===== config.mk =====
export PLATFORM = sky130hd
export DESIGN_NAME = sertx_dbuf
export DESIGN_NICKNAME = d
export VERILOG_FILES = /design/src/rtl/sertx_pkg.sv /design/src/rtl/sertx_holdbuf.sv /design/src/rtl/sertx_framer.sv /design/src/rtl/sertx_shifter.sv /design/src/rtl/sertx_dbuf.sv
export SDC_FILE = /design/constraint.sdc
export NUM_CORES = 1
export LEC_CHECK = 0
export ABC_AREA = 1
export BUFFER_PORTS_ARGS = -buffer_cell sky130_fd_sc_hd__clkbuf_2
export CAP_MARGIN = 20
export CORE_MARGIN = 2
export CORE_UTILIZATION = 40
export DETAILED_ROUTE_END_ITERATION = 8
export GPL_TIMING_DRIVEN = 0
export PLACE_DENSITY = 0.67
export SLEW_MARGIN = 20
export SYNTH_ARGS = -nofsm -noshare
export SYNTH_HDL_FRONTEND = slang
export SYNTH_HIERARCHICAL = 1
export SYNTH_SLANG_ARGS = --single-unit

===== constraint.sdc =====
create_clock -name clk -period 3.1 [get_ports clk]
set_input_delay 0.62 -clock clk [delete_from_list [all_inputs] [get_ports clk]]
set_output_delay 0.62 -clock clk [all_outputs]
set_load 0.05 [all_outputs]

===== src/rtl/sertx_pkg.sv =====
// Shared types for the double-buffered serial transmitter.
// Assumes: lengths are coded as an offset from the shortest character.
package sertx_pkg;
    localparam int MIN_LEN = 5;

    typedef enum logic [1:0] {
        PH_IDLE  = 2'd0,
        PH_START = 2'd1,
        PH_BITS  = 2'd2,
        PH_STOP  = 2'd3
    } tx_phase_t;

    typedef struct packed {
        logic [1:0] len_code;
        logic       par_off;
        logic       par_even;
        logic       stop_long;
    } tx_fmt_t;
endpackage


===== src/rtl/sertx_holdbuf.sv =====
// Holding buffer: captures data while the strobe is low and queues the
// character on the strobe's rising edge. It hands the character to the
// shifter on an enabled edge when the shifter reports it can accept one.
// Assumes: load_n is synchronous to clk.
module sertx_holdbuf #(
    parameter int DATA_W = 8
) (
    input  logic              clk,
    input  logic              rst_n,
    input  logic              tick,
    input  logic              load_n,
    input  logic [DATA_W-1:0] din,
    input  logic              ready_i,
    output logic [DATA_W-1:0] hold_data,
    output logic              hold_full,
    output logic              xfer_o
);
    logic load_q;
    logic rise;

    assign rise   = load_n && !load_q;
    assign xfer_o = tick && hold_full && ready_i;

    // Track the previous strobe level for edge detection.
    always_ff @(posedge clk) begin
        if (!rst_n) load_q <= 1'b1;
        else        load_q <= load_n;
    end

    // Capture data on every edge while the strobe is low.
    always_ff @(posedge clk) begin
        if (!load_n) hold_data <= din;
    end

    // Full flag: a handover clears it, a strobe rise sets it.
    always_ff @(posedge clk) begin
        if (!rst_n)      hold_full <= 1'b0;
        else if (xfer_o) hold_full <= 1'b0;
        else if (rise)   hold_full <= 1'b1;
    end


    hold_data_stable_chk: assert property (@(posedge clk) disable iff (!rst_n)
        (load_n && $past(load_n)) |-> $stable(hold_data));
endmodule


===== src/rtl/sertx_framer.sv =====
// Framer: masks the character to its programmed length, computes parity and
// builds the payload (data then optional parity). It also reports the payload
// bit count and the stop period in enabled ticks.
// Assumes: purely combinational; the shifter latches its outputs.
module sertx_framer
    import sertx_pkg::*;
#(
    parameter int DATA_W = 8,
    parameter int OVS    = 16,
    parameter int CNT_W  = 4,
    parameter int STW    = 6
) (
    input  logic [DATA_W-1:0] data,
    input  tx_fmt_t           fmt,
    output logic [DATA_W:0]   payload,
    output logic [CNT_W-1:0]  nbits,
    output logic [STW-1:0]    stop_ticks
);
    localparam logic [STW-1:0] STOP_ONE  = STW'(OVS);
    localparam logic [STW-1:0] STOP_HALF = STW'(OVS + OVS / 2);
    localparam logic [STW-1:0] STOP_TWO  = STW'(2 * OVS);

    logic [CNT_W-1:0]  len_n;
    logic [DATA_W-1:0] keep;
    logic [DATA_W-1:0] dmask;
    logic              parity;

    assign len_n = CNT_W'(MIN_LEN) + CNT_W'(fmt.len_code);

    // One keep bit per data position below the programmed length.
    for (genvar gi = 0; gi < DATA_W; gi++) begin : g_keep
        assign keep[gi] = (CNT_W'(gi) < len_n);
    end

    assign dmask  = data & keep;
    assign parity = (^dmask) ^ ~fmt.par_even;

    // Assemble the payload with parity placed right above the last data bit.
    always_comb begin
        payload = '0;
        payload[DATA_W-1:0] = dmask;
        if (!fmt.par_off) payload[len_n] = parity;
    end

    // Count the payload bits and choose the stop period.
    always_comb begin
        nbits = fmt.par_off ? len_n : len_n + CNT_W'(1);
        if (!fmt.stop_long)           stop_ticks = STOP_ONE;
        else if (len_n == CNT_W'(MIN_LEN)) stop_ticks = STOP_HALF;
        else                          stop_ticks = STOP_TWO;
    end
endmodule


===== src/rtl/sertx_shifter.sv =====
// Shifter: sends start bit, payload LSB first and the stop period, advancing
// on enabled ticks only. It accepts a new character on the tick that ends a
// stop period, so queued frames leave end to end.
// Assumes: xfer is only raised on enabled ticks when ready is high.
module sertx_shifter
    import sertx_pkg::*;
#(
    parameter int DATA_W = 8,
    parameter int OVS    = 16,
    parameter int CNT_W  = 4,
    parameter int STW    = 6
) (
    input  logic             clk,
    input  logic             rst_n,
    input  logic             tick,
    input  logic             xfer,
    input  logic [DATA_W:0]  payload,
    input  logic [CNT_W-1:0] nbits,
    input  logic [STW-1:0]   stop_ticks,
    output logic             txd,
    output logic             idle,
    output logic             ready
);
    localparam logic [STW-1:0] LAST_SUB = STW'(OVS - 1);

    tx_phase_t        phase;
    logic [STW-1:0]   cnt;
    logic [CNT_W-1:0] left;
    logic [DATA_W:0]  sh;
    logic [STW-1:0]   stop_q;
    logic             stop_end;

    assign stop_end = (phase == PH_STOP) && (cnt == stop_q - STW'(1));
    assign ready    = (phase == PH_IDLE) || stop_end;
    assign idle     = (phase == PH_IDLE);

    // Frame sequencer: load, bit timing, payload shifting and stop period.
    always_ff @(posedge clk) begin
        if (!rst_n) begin
            phase  <= PH_IDLE;
            txd    <= 1'b1;
            cnt    <= '0;
            left   <= '0;
            sh     <= '0;
            stop_q <= STW'(OVS);
        end else if (tick) begin
            if (xfer) begin
                phase  <= PH_START;
                txd    <= 1'b0;
                cnt    <= '0;
                sh     <= payload;
                left   <= nbits;
                stop_q <= stop_ticks;
            end else begin
                case (phase)
                    PH_START: begin
                        if (cnt == LAST_SUB) begin
                            phase <= PH_BITS;
                            txd   <= sh[0];
                            sh    <= sh >> 1;
                            left  <= left - CNT_W'(1);
                            cnt   <= '0;
                        end else begin
                            cnt <= cnt + STW'(1);
                        end
                    end
                    PH_BITS: begin
                        if (cnt == LAST_SUB) begin
                            cnt <= '0;
                            if (left == '0) begin
                                phase <= PH_STOP;
                                txd   <= 1'b1;
                            end else begin
                                txd  <= sh[0];
                                sh   <= sh >> 1;
                                left <= left - CNT_W'(1);
                            end
                        end else begin
                            cnt <= cnt + STW'(1);
                        end
                    end
                    PH_STOP: begin
                        if (stop_end) begin
                            phase <= PH_IDLE;
                            cnt   <= '0;
                        end else begin
                            cnt <= cnt + STW'(1);
                        end
                    end
                    default: txd <= 1'b1;
                endcase
            end
        end
    end


    idle_line_high_chk: assert property (@(posedge clk) disable iff (!rst_n)
        (phase == PH_IDLE) |-> txd);


    start_low_chk: assert property (@(posedge clk) disable iff (!rst_n)
        xfer |=> (!txd && phase == PH_START));


    stop_high_chk: assert property (@(posedge clk) disable iff (!rst_n)
        (phase == PH_STOP) |-> txd);


    fmt_held_chk: assert property (@(posedge clk) disable iff (!rst_n)
        (phase != PH_IDLE && !xfer) |=> $stable(stop_q));


    no_tick_hold_chk: assert property (@(posedge clk) disable iff (!rst_n)
        !tick |=> ($stable(cnt) && $stable(txd)));
endmodule


===== src/rtl/sertx_dbuf.sv =====
// Top of the double-buffered serial transmitter: holding buffer, framer and
// shifter. The format word is taken by the shifter when a character moves in.
// Assumes: tick16 is a single-cycle enable at sixteen times the bit rate.
module sertx_dbuf
    import sertx_pkg::*;
#(
    parameter int OVS   = 16,
    parameter int LEN_W = 2
) (
    input  logic                               clk,
    input  logic                               rst_n,
    input  logic                               tick16,
    input  logic                               load_n,
    input  logic [MIN_LEN + (1 << LEN_W) - 2:0] din,
    input  logic [LEN_W-1:0]                   len_code,
    input  logic                               par_off,
    input  logic                               par_even,
    input  logic                               stop_long,
    output logic                               txd,
    output logic                               hold_empty,
    output logic                               shift_empty
);
    localparam int DATA_W = MIN_LEN + (1 << LEN_W) - 1;
    localparam int CNT_W  = $clog2(DATA_W + 2);
    localparam int STW    = $clog2(2 * OVS + 1);

    tx_fmt_t           fmt;
    logic [DATA_W-1:0] hold_data;
    logic              hold_full;
    logic              xfer;
    logic              ready;
    logic              idle;
    logic [DATA_W:0]   payload;
    logic [CNT_W-1:0]  nbits;
    logic [STW-1:0]    stop_ticks;

    assign fmt.len_code  = len_code;
    assign fmt.par_off   = par_off;
    assign fmt.par_even  = par_even;
    assign fmt.stop_long = stop_long;

    sertx_holdbuf #(.DATA_W(DATA_W)) u_hold (
        .clk       (clk),
        .rst_n     (rst_n),
        .tick      (tick16),
        .load_n    (load_n),
        .din       (din),
        .ready_i   (ready),
        .hold_data (hold_data),
        .hold_full (hold_full),
        .xfer_o    (xfer)
    );

    sertx_framer #(.DATA_W(DATA_W), .OVS(OVS), .CNT_W(CNT_W), .STW(STW)) u_frame (
        .data       (hold_data),
        .fmt        (fmt),
        .payload    (payload),
        .nbits      (nbits),
        .stop_ticks (stop_ticks)
    );

    sertx_shifter #(.DATA_W(DATA_W), .OVS(OVS), .CNT_W(CNT_W), .STW(STW)) u_shift (
        .clk        (clk),
        .rst_n      (rst_n),
        .tick       (tick16),
        .xfer       (xfer),
        .payload    (payload),
        .nbits      (nbits),
        .stop_ticks (stop_ticks),
        .txd        (txd),
        .idle       (idle),
        .ready      (ready)
    );

    assign hold_empty  = !hold_full;
    assign shift_empty = idle;


    strobe_queues_chk: assert property (@(posedge clk) disable iff (!rst_n)
        ($rose(load_n) && hold_empty) |=> !hold_empty);


    prompt_handover_chk: assert property (@(posedge clk) disable iff (!rst_n)
        (hold_full && ready && tick16) |=> (!shift_empty && !txd));
endmodule


==> flow_summary_export.csv <==
group,metric,value,unit
status,status,"finished clean",
floorplan,start_util,41.4,%
sta,hold_viol,0,
worst_setup_path,worst-path-stages,20,
worst_setup_path,worstPathCellList,"inv_1 -> ha_1 -> nand2_1 -> inv_1 -> nor2_1 -> nand3_1 -> nor2_1 -> nand3_2 -> nand2_1 -> nand3_2 -> inv_1 -> buf_4 -> nor2_1 -> a21oi_1 -> inv_1 -> nor2_2 -> nand2_1 -> inv_2 -> nand2_1 -> a21oi_1",
sta,clock_skew,0.00156,ns
logic_synthesis,synth_seq_cells,38,
logic_synthesis,synth.avg_cell_area,6.94,sq um
power,p_leak,0.00131,uW
floorplan,coreArea,5960,sq um
logic_synthesis,synth_seq_area_share,34.1,%
layout,area_growth,12.2,%
floorplan,die_w,82.5,um
routing,vias,2193,
placed_design,port_buffers,18,
logic_synthesis,synth_top_area_cell,"dfxtp_1",
worst_setup_path,crit_family,"simple AND/OR/NAND/NOR gates",
worst_setup_path,crit_fanout,9,
run,drv_cap,0,
logic_synthesis,synth_area,2460,sq um
worst_setup_path,cp-start-kind,"flop",
routing,wl_per_cell,10.9,um
power,powerDensity,409,nW/um^2
clock_network,cts_buffer_depth,2,
sta,setup_viol_count_final,0,
logic_synthesis,yosys_warnings,6,
placed_design,dpl.hpwl,3.78,mm
clock_network,cts_resized,0,
worst_setup_path,cp.required,3.33,ns
worst_setup_path,crit_path_top_delay_cell,"dfxtp_1",
floorplan,ios,20,
sta,finalCriticalPeriod,2.73,ns
worst_setup_path,crit_path_end_kind,"flop",
logic_synthesis,synth_edf_count,8,
sta,rsz0062_at_grt,"no",
clock_network,clock_sinks,38,
layout,fillCellCount,626,
worst_setup_path,timing.rr.start,"u_shift/stop_q[0]",
global_routing,grt_max_degree,14,
logic_synthesis,synth.distinct_cells,30,
floorplan,chipHeight,82.5,um
logic_synthesis,synth_ff_type,"dfxtp_1",
routing,drt_drc_violations_left,0,
global_routing,grt_pass1_vias,2023,
clock_network,path_clk_slew,0.08,ns
logic_synthesis,synth.area.top_cells,"dfxtp_1 (24%), nand2_1 (15%), edfxtp_1 (9.7%), ha_1 (7.6%), inv_1 (7.5%)",
routing,ant_nets,0,
sta,setup_tns,0,ns
routing,first_iter_violations,108,
sta,finalMaxSlewViolations,0,
routing,viasPerCell,4.79,
global_routing,antenna_found_initial,0,
routing,drt-total-wl,4.99,mm
placed_design,dp_slack,0.375,ns
worst_setup_path,path_class,"flop to flop",
worst_setup_path,r2r_cells,20,
worst_setup_path,crit_end,"u_shift/cnt[0]",
worst_setup_path,cp.arrival,2.96,ns
clock_network,cts_max_level,2,
sta,finalCritPeriodShare,88.1,%
routing,dr.pass1.iters,4,
logic_synthesis,yosys.cell_count.top_type,"nand2_1",
logic_synthesis,synth_common_cells,"nand2_1 (99), inv_1 (49), dfxtp_1 (30)",
worst_setup_path,r2r_end,"u_shift/cnt[0]",
clock_network,clock_latency,0.29,ns
sta,fin_ws,0.369,ns
worst_setup_path,path_buf_inv,6,
power,ir_drop,290,uV
floorplan,die-area,6810,sq um
clock_network,cts_hold_buffers,0,
clock_network,cts_root_buffer,"clkbuf_8",
layout,final_nets,414,
clock_network,cts_made_buffers,5,
clock_network,cts_tree,"done",
layout,antennaDiodeCount,0,
logic_synthesis,synth_top_cell_area_share,24.4,%
global_routing,grt_pass1_wl,8.60,mm
layout,drive_above_1_share,15.7,%
global_routing,grtUsageTotal,16.2,%
min_path,hp-class,"flop to flop",
worst_setup_path,regToRegSetupSlack,0.37,ns
worst_setup_path,critPathLaunch,"u_shift/stop_q[0]",
sta,max_clock_freq,366,MHz
clock_network,postCtsSetupBuffers,0,
floorplan,rows,28,
placed_design,gp_congestion,0.821,
logic_synthesis,syn_inst,355,
worst_setup_path,critPathMaxStageDelay,0.37,ns
global_routing,globalRouteOverflowTotal,0,
logic_synthesis,synthArstFlopShare,0,%
final cells by class:
class                   instances  area, sq um  share of cell area (%)
multi-input cells             248         1330                    48.2
flip-flops and latches         38          841                    30.4
inverters                      55          206                    7.47
clock buffers                   6         93.8                    3.39
well taps                      75         93.8                    3.39
plain buffers                  16         91.3                    3.30
repair buffers                 18         90.1                    3.26
clock inverters                 2         15.0                   0.543
logic make-up (layout without fill, tap and decap cells):
| logic type | after synthesis | count (layout) | synth area share (%) |
|---|---|---|---|
| other cells | 1 | 3 | 0.152 |
| flops | 38 | 38 | 34.1 |
| buf+inv | 71 | 97 | 12.1 |
| compound gates | 61 | 61 | 13.3 |
| simple gates | 161 | 161 | 29.6 |
| xor+xnor | 8 | 8 | 3.15 |
| fa+ha+maj | 15 | 15 | 7.61 |
placed cells by master (no fill, tap or decap), types with 4 or more instances in the layout:
cell | netlist | layout
clkbuf_8 | 0 | 5
nand3_1 | 20 | 20
clkbuf_1 | 7 | 7
nand2_2 | 6 | 6
ha_1 | 15 | 15
inv_2 | 6 | 6
a31oi_1 | 9 | 9
nand3_2 | 7 | 7
inv_1 | 49 | 49
a21oi_1 | 21 | 21
o21ai_0 | 18 | 18
edfxtp_1 | 8 | 8
buf_4 | 4 | 4
o21ai_1 | 8 | 8
dfxtp_1 | 30 | 30
nor2_1 | 19 | 19
nand2_1 | 99 | 99
xor2_1 | 7 | 7
clkbuf_2 | 0 | 18
where the power goes:
| part | switching [uW] | total (uW) | internal, uW |
|---|---|---|---|
| Combinational | 122 | 194 | 72.5 |
| Clock | 187 | 394 | 207 |
| Sequential | 14.6 | 542 | 528 |
| Total | 323 | 1130 | 807 |
metrics by stage:
stage	utilization, %	total power [uW]	area (sq um)	hold WS, ns	std cells
2_1_floorplan	-	701	2470	0.444	357
3_3_place_gp	44.6	743	2660	0.457	450
3_5_place_dp	44.6	748	2660	0.471	450
4_1_cts	46.4	1140	2770	0.481	458
5_1_grt	46.4	1200	2770	0.479	458
6_report	46.4	1130	2770	0.479	458
worst min-delay path by stage:
stage,from,endpoint,slack (ns),cells after the start
floorplan,u_shift/sh[8],u_shift/sh[8],0.44,2
global placement,u_shift/sh[8],u_shift/sh[8],0.46,2
detailed placement,u_shift/sh[8],u_shift/sh[8],0.47,2
CTS,u_shift/sh[8],u_shift/sh[8],0.48,2
global route,din[2],u_hold/hold_data[2],0.48,1
finish,u_shift/sh[3],u_shift/sh[2],0.48,2
flip-flops by register name (all words and copies together), names as in the netlist:
signal,count
u_hold/hold_full,1
u_shift/txd,1
u_shift/left,4
u_shift/sh,9
u_shift/phase,2
u_shift/stop_q,6
u_hold/hold_data,8
u_hold/load_q,1
u_shift/cnt,6
per-layer routing:
| metal | wire [um] | vias up | global-route usage [%] |
|---|---|---|---|
| met5 | 0 | - | 0 |
| met1 | 2240 | 972 | 19.9 |
| li1 | - | 1182 | - |
| met3 | 171 | 7 | 3.48 |
| met2 | 2520 | 32 | 28.2 |
| met4 | 59 | 0 | 5.41 |
tightest hold or removal path, delay by kind of cell, from the launching register on:
family,cells,cell delay (ns)
flops,1,0.31
compound gates,1,0.07
simple gates,1,0.06
Power figures use the tool's default switching activity.
